[src/rtl/dbr_pkg.sv]
package dbr_pkg;
  parameter int unsigned DEF_LANE_W = 8;
  parameter int unsigned DEF_LANES  = 2;
  parameter int unsigned DEF_SYNC   = 2;
  // bit positions inside the synchronized strobe vector
  localparam int unsigned STB_WR  = 0;
  localparam int unsigned STB_LD  = 1;
  localparam int unsigned STB_SEL = 2;
endpackage

[src/rtl/dbr_sync.sv]
module dbr_sync #(
  parameter int unsigned W      = 4,
  parameter int unsigned STAGES = 2
) (
  input  logic         clk,
  input  logic         rst_n,
  input  logic [W-1:0] d,
  output logic [W-1:0] q
);
  logic [W-1:0] chain [STAGES];

  generate
    for (genvar s = 0; s < STAGES; s++) begin : g_stage
      always_ff @(posedge clk or negedge rst_n) begin
        if (!rst_n) chain[s] <= '0;
        else if (s == 0) chain[s] <= d;
        else chain[s] <= chain[(s == 0) ? 0 : s-1];
      end
    end
  endgenerate

  assign q = chain[STAGES-1];
endmodule

[src/rtl/dbr_input_stage.sv]
module dbr_input_stage #(
  parameter int unsigned LANE_W = 8,
  parameter int unsigned LANES  = 2,
  localparam int unsigned W     = LANE_W * LANES
) (
  input  logic             clk,
  input  logic             rst_n,
  input  logic             wr,
  input  logic [LANES-1:0] sel,
  input  logic [W-1:0]     din,
  output logic [W-1:0]     q,
  output logic [W-1:0]     q_next
);
  generate
    for (genvar i = 0; i < LANES; i++) begin : g_lane
      logic take;
      assign take = wr && sel[i];
      assign q_next[i*LANE_W +: LANE_W] = take ? din[i*LANE_W +: LANE_W]
                                               : q[i*LANE_W +: LANE_W];
      always_ff @(posedge clk or negedge rst_n) begin
        if (!rst_n) q[i*LANE_W +: LANE_W] <= '0;
        else        q[i*LANE_W +: LANE_W] <= q_next[i*LANE_W +: LANE_W];
      end


      lane_write_chk: assert property (@(posedge clk) disable iff (!rst_n)
        (wr && sel[i]) |=> q[i*LANE_W +: LANE_W] == $past(din[i*LANE_W +: LANE_W]));

      lane_hold_chk: assert property (@(posedge clk) disable iff (!rst_n)
        !(wr && sel[i]) |=> $stable(q[i*LANE_W +: LANE_W]));
    end
  endgenerate
endmodule

[src/rtl/dbr_output_stage.sv]
module dbr_output_stage #(
  parameter int unsigned W = 16
) (
  input  logic         clk,
  input  logic         rst_n,
  input  logic         ld,
  input  logic [W-1:0] d,
  output logic [W-1:0] q
);
  always_ff @(posedge clk or negedge rst_n) begin
    if (!rst_n)  q <= '0;
    else if (ld) q <= d;
  end


  out_hold_chk: assert property (@(posedge clk) disable iff (!rst_n)
    !ld |=> $stable(q));
endmodule

[src/rtl/dbuf_out_reg.sv]
module dbuf_out_reg
  import dbr_pkg::*;
#(
  parameter int unsigned LANE_W      = DEF_LANE_W,
  parameter int unsigned LANES       = DEF_LANES,
  parameter int unsigned SYNC_STAGES = DEF_SYNC,
  localparam int unsigned W          = LANE_W * LANES,
  localparam int unsigned SW         = LANES + 2
) (
  input  logic             clk,
  input  logic             por_n,
  input  logic             clr_n,
  input  logic             wr_n,
  input  logic [LANES-1:0] sel_n,
  input  logic             ld_n,
  input  logic [W-1:0]     bus_d,
  output logic [W-1:0]     code_q
);
  logic          rst_n;
  logic [SW-1:0] stb_raw, stb_s;
  logic [W-1:0]  data_s, in_q, in_next;
  logic          wr_s, ld_s;
  logic [LANES-1:0] sel_s;

  assign rst_n = por_n & clr_n;

  // strobes converted to active-high before synchronizing
  assign stb_raw[STB_WR]              = ~wr_n;
  assign stb_raw[STB_LD]              = ~ld_n;
  assign stb_raw[STB_SEL +: LANES]    = ~sel_n;

  dbr_sync #(.W(SW), .STAGES(SYNC_STAGES)) u_stb_sync (
    .clk(clk), .rst_n(rst_n), .d(stb_raw), .q(stb_s));

  dbr_sync #(.W(W), .STAGES(SYNC_STAGES)) u_data_dly (
    .clk(clk), .rst_n(rst_n), .d(bus_d), .q(data_s));

  assign wr_s  = stb_s[STB_WR];
  assign ld_s  = stb_s[STB_LD];
  assign sel_s = stb_s[STB_SEL +: LANES];

  dbr_input_stage #(.LANE_W(LANE_W), .LANES(LANES)) u_in (
    .clk(clk), .rst_n(rst_n), .wr(wr_s), .sel(sel_s), .din(data_s),
    .q(in_q), .q_next(in_next));

  dbr_output_stage #(.W(W)) u_out (
    .clk(clk), .rst_n(rst_n), .ld(ld_s), .d(in_next), .q(code_q));


  out_follow_chk: assert property (@(posedge clk) disable iff (!rst_n)
    (ld_s && !wr_s) |=> code_q == $past(in_q));

  flow_thru_chk: assert property (@(posedge clk) disable iff (!rst_n)
    (ld_s && wr_s && (&sel_s)) |=> code_q == $past(data_s));

  clear_zero_chk: assert property (@(posedge clk) disable iff (!rst_n)
    $rose(rst_n) |-> (code_q == '0 && in_q == '0));
endmodule

[config.mk]
export PLATFORM = sky130hd
export DESIGN_NAME = dbuf_out_reg
export DESIGN_NICKNAME = d
export VERILOG_FILES = /design/src/rtl/dbr_pkg.sv /design/src/rtl/dbr_sync.sv /design/src/rtl/dbr_input_stage.sv /design/src/rtl/dbr_output_stage.sv /design/src/rtl/dbuf_out_reg.sv
export SDC_FILE = /design/constraint.sdc
export NUM_CORES = 1
export LEC_CHECK = 0
export BUFFER_PORTS_ARGS = -buffer_cell sky130_fd_sc_hd__clkbuf_2
export CORE_MARGIN = 2
export CORE_UTILIZATION = 45
export DETAILED_ROUTE_END_ITERATION = 12
export PLACE_DENSITY = 0.64
export SYNTH_ARGS = -nofsm -noshare
export SYNTH_HDL_FRONTEND = slang
export SYNTH_HIERARCHICAL = 1
export SYNTH_SLANG_ARGS = --single-unit
[constraint.sdc]
create_clock -name clk -period 3.4 [get_ports clk]
set_input_delay 0.85 -clock clk [delete_from_list [all_inputs] [get_ports clk]]
set_output_delay 0.85 -clock clk [all_outputs]
set_load 0.01 [all_outputs]
* Word-level counts from Yosys, hierarchy flattened
Index checks and enable logic that the tools add are counted. Widths: inputs -> output; s select.
Storage, ports and cells: bits in registers 72, input port bits 23, output and inout port bits 16, word-level logic and storage cells 15
Cells by class: mux-type cells 2, bitwise operators 4, reduce and logical (&&, ||, !) cells 2
Operators by type and width (count):
- $mux 8 | 2
- $logic_and 1x1->1 | 2
- $not 1->1 | 2
- $not 2->2 | 1
- $and 1x1->1 | 1

* Longest topological paths before layout
depth after elaboration 2, gate-level depth with buffers 4, gate-level depth less buffers 3

* Hierarchy
Netlist, hierarchy kept.
Modules (own cells, without submodules):
- dbr_sync (u_data_dly) | instances 1, cells each 48, area an instance 920.9 µm²
- dbr_output_stage | instances 1, cells each 34, area an instance 649.4 µm²
- dbr_input_stage | instances 1, cells each 34, area an instance 593.1 µm²
- dbr_sync (u_stb_sync) | instances 1, cells each 12, area an instance 230.2 µm²
- dbuf_out_reg | instances 1, cells each 5, area an instance 21.3 µm²

* Worst setup path before layout
OpenSTA, ideal clock, no wires.
path kind reg2reg, start reg u_stb_sync.chain, in the netlist u_stb_sync/q[0], end reg u_out.q[0], arrival time 1.205 ns, required time 3.275 ns, slack 2.071 ns, cell stages (with the launch flop) 5, path buffers 1, period minus slack after synthesis 1.329 ns, cell sequence dfrtp_1 -> buf_4 -> nand2_2 -> mux2_2 -> mux2_2
Between the ends: cells in the longest elaborated chain, start to end 2
Ends and longest elaborated chain:
- start: declaration | line dbr_sync.sv:10 | logic [W-1:0] chain [STAGES];
- start signal: indexed assignment | line dbr_sync.sv:17 | else chain[s] <= chain[(s == 0) ? 0 : s-1];
- $logic_and 1x1->1 | line dbr_input_stage.sv:17 | assign take = wr && sel[i];
- $mux 8 | line dbr_input_stage.sv:18 | assign q_next[i*LANE_W +: LANE_W] = take ? din[i*LANE_W +: LANE_W]
- via in_next[0] | line dbuf_out_reg.sv:21 | logic [W-1:0] data_s, in_q, in_next;
- end signal: assignment | line dbr_output_stage.sv:11 | if (!rst_n) q <= '0;
- end signal: assignment | line dbr_output_stage.sv:12 | else if (ld) q <= d;
- end: declaration | line dbr_output_stage.sv:8 | output logic [W-1:0] q
The timed path passes the listed nets, and every way through them passes these cells. A chain may end at the register's enable or synchronous reset.

* Worst setup path after layout
start reg u_out.q[14], end out code_q[14]
RTL lines:
- end: declaration | line dbuf_out_reg.sv:17 | output logic [W-1:0] code_q
No word-level cell between the ends.

==> flow_summary.rst <==
.. list-table::
   :header-rows: 1

   * - Metric
     - Value
   * - Run status
     - complete, no violations
   * - Final critical-path share of the clock period
     - 0.504
   * - CP Capture Type
     - primary output
   * - Gp weighted congestion
     - 0.655
   * - H-tree Lvls
     - 3
   * - PwrDens
     - 688 nW/µm²
   * - Count of instances resized after the clock tree is built
     - 0
   * - Top Layer Used
     - met4
   * - Critical Setup Path Class
     - flop to primary output
   * - Fraction of final layout cells sized beyond drive strength 1
     - 0.539
   * - Max-Cap Viols
     - 0
   * - Worst vdd rail ir drop
     - 0.311 mV
   * - Post-route cell area
     - 2730 µm²
   * - Total of buffers placed on input and output ports
     - 38
   * - Combined global-route utilization of all metal layers
     - 0.120
   * - Root buffer cell
     - clkbuf_8
   * - Place WS
     - 1650 ps
   * - DRC violation count after routing
     - 0
   * - Family with the most delay on the worst path
     - flip-flops
   * - Data required time of the worst path
     - 2550 ps
   * - Total clock sinks
     - 72
   * - Final setup fails
     - 0
   * - Wire length of the first global-routing pass
     - 5110 µm
   * - Number of antenna violations at the first check in global routing
     - 0
   * - Number of buffers added by the clock tree synthesis step
     - 9
   * - Largest area contributor in the netlist
     - dfrtp_1
   * - Pre-antenna DRT Iters
     - 2
   * - Worst Hold Margin
     - 347 ps
   * - Register bit total from synthesis
     - 72
   * - Worst Path Max Fanout
     - 2
   * - Starting Density
     - 0.470
   * - Post-layout utilization of the core
     - 0.532
   * - Setup repair after global routing missed its margin
     - false
   * - Type of the worst min-delay path
     - flop to flop
   * - Leading post-synthesis cells by cell area
     - dfrtp_1, mux2_2, buf_4
   * - Post-Route M1 WL
     - 1350 µm
   * - Cell area after placement
     - 2510 µm²
   * - Post-detailed-route count of antenna-violating nets
     - 0
   * - Detailed-route wire length per cell
     - 12.9 µm
   * - Switching Fraction
     - 0.216
   * - Count of different cell masters after synthesis
     - 9
   * - Final worst-path setup slack
     - 1690 ps
   * - Part of the power in combinational logic
     - 0.095
   * - Pint
     - 1.48 mW
   * - Buffer depth of the longest clock path
     - 2
   * - Net switching power
     - 407 µW
   * - Largest stage delay on the critical path
     - 400 ps
   * - Share of Yosys cell area claimed by the top area cell type
     - 0.746
   * - Launching element type of the critical path
     - flop
   * - Min Tclk post-route
     - 1710 ps
   * - Synthesized net count
     - 156
   * - Slew Limit Fails
     - 0
   * - Largest net degree at the start of global routing
     - 73
   * - Lkg Pwr
     - 1.36 nW
   * - Post-CTS Setup Bufs
     - 0
   * - # nets final
     - 183
   * - Synthesized instance count
     - 133
   * - Area added between synthesis and finish
     - 13.2%
   * - Clock skew after layout
     - 7.36 ps
   * - TritonCTS clock tree
     - built
   * - Die Height
     - 77.3 µm
   * - Number of global-route vias before repair
     - 1067
   * - Buffers & Inverters on Critical Path
     - 1
   * - Routed length on met2
     - 1440 µm
   * - Total wire length after detailed routing
     - 3020 µm
   * - Total Die Area
     - 5970 µm²
   * - Setup TNS Final
     - 0 ps
   * - Max-slew headroom at the worst pin
     - 0.413
   * - Sequential share of the synthesized area
     - 0.746
   * - Clock transition at the registers of the reported paths
     - 70 ps
   * - Routed via count
     - 1012
   * - Arrival time of data at the critical path endpoint
     - 860 ps
   * - Slowest CP cell
     - dfrtp_1
   * - Part of the power in registers
     - 0.523
   * - Cell total after placement
     - 219
   * - Hold bufs inserted after CTS
     - 0
   * - Power consumption
     - 1.88 mW
   * - Die Wd
     - 77.3 µm
   * - # IOs
     - 39
   * - Post-synthesis average cell area
     - 18.2 µm²
   * - Row count
     - 26
   * - Series of cell instances along the critical path
     - clkbuf_2
   * - Clock network fraction of total power
     - 0.382
   * - Hold Violations, Final
     - 0
   * - Vias per inst
     - 4.31
   * - Core region area
     - 5140 µm²
   * - Post-DP HPWL
     - 1930 µm
   * - Highest Clock Rate
     - 0.583 GHz
   * - Met3 WL
     - 170 µm
   * - Synth Warn #
     - 6
   * - Insertion delay to the later sink of the worst-skew pair
     - 340 ps
   * - Remaining global-route overflow
     - 0
   * - Ant. Diodes
     - 0
   * - Transition time at the pin with the least slew margin
     - 880 ps
   * - Drt first-iter violations
     - 42
   * - Post-synth design cell area
     - 2410 µm²
   * - Final standard cell count with taps included and fillers excluded
     - 235
layout make-up:
type	instances	area, µm²
Fill cell	436	2410
Clock inverter	6	82.6
Inverter	4	15.0
Multi-Input combinational cell	35	419
Tap cell	70	87.6
Timing Repair Buffer	38	190
Sequential cell	72	1800
Clock buffer	10	138
registers in the layout (all words and copies together) (netlist names):
signal and cells:
u_out/q 16, u_stb_sync/q 4, u_stb_sync/chain 4, u_in/q 16
u_data_dly/chain 16, u_data_dly/q 16
Yosys cell counts, drive strengths merged:
cell type and instances:
mux2 32, dfrtp 72, nand2 2, and2 1, inv 4, buf 22
metal layers:
layer | vias to the layer above | global-route usage
met5 | - | 0
met4 | 0 | 0.0750
met3 | 7 | 0.0588
met2 | 29 | 0.172
met1 | 505 | 0.144
li1 | 471 | -
cell usage in the layout, fill, tap and decap left out, types with 2 or more instances in the layout:
cell / n
nand2_2: 2
clkbuf_8: 10
mux2_2: 22
dfrtp_1: 72
inv_1: 4
clkbuf_2: 38
mux2_4: 10
bufinv_16: 2
clkinv_2: 3
power groups by stage:
stage	Sequential (mW)	Combinational (mW)	Clock, mW
6_report	0.985	0.179	0.718
5_1_grt	0.995	0.196	0.778
4_1_cts	0.987	0.183	0.738
3_5_place_dp	1.00	0.183	0
3_3_place_gp	0.997	0.177	0
2_1_floorplan	1.01	0.122	0
cells by family after synthesis:
| logic type | share of synthesized area |
|---|---|
| multiplexers | 0.165 |
| buffers and inverters | 0.0813 |
| AND/OR/NAND/NOR | 0.00777 |
| flip-flops | 0.746 |
path summary, 6_finish.rpt:
path | from | to | slack (ps) | cells past startpoint
worst min register to register | u_data_dly/chain[16]$_DFF_PN0_ | u_data_dly/q[0]$_DFF_PN0_ | 350 | 0
worst min-delay path | u_data_dly/chain[16]$_DFF_PN0_ | u_data_dly/q[0]$_DFF_PN0_ | 350 | 0
worst max-delay path | u_out/q[14]$_DFFE_PN0P_ | code_q[14] | 1690 | 1
min in group asynchronous | clr_n | u_in/q[5]$_DFF_PN0_ | 760 | 2
max in group asynchronous | por_n | u_data_dly/chain[27]$_DFF_PN0_ | 2080 | 2
worst max register to register | u_stb_sync/q[1]$_DFF_PN0_ | u_out/q[0]$_DFFE_PN0P_ | 1950 | 1
Note: power is estimated with default switching activity, not from simulation.
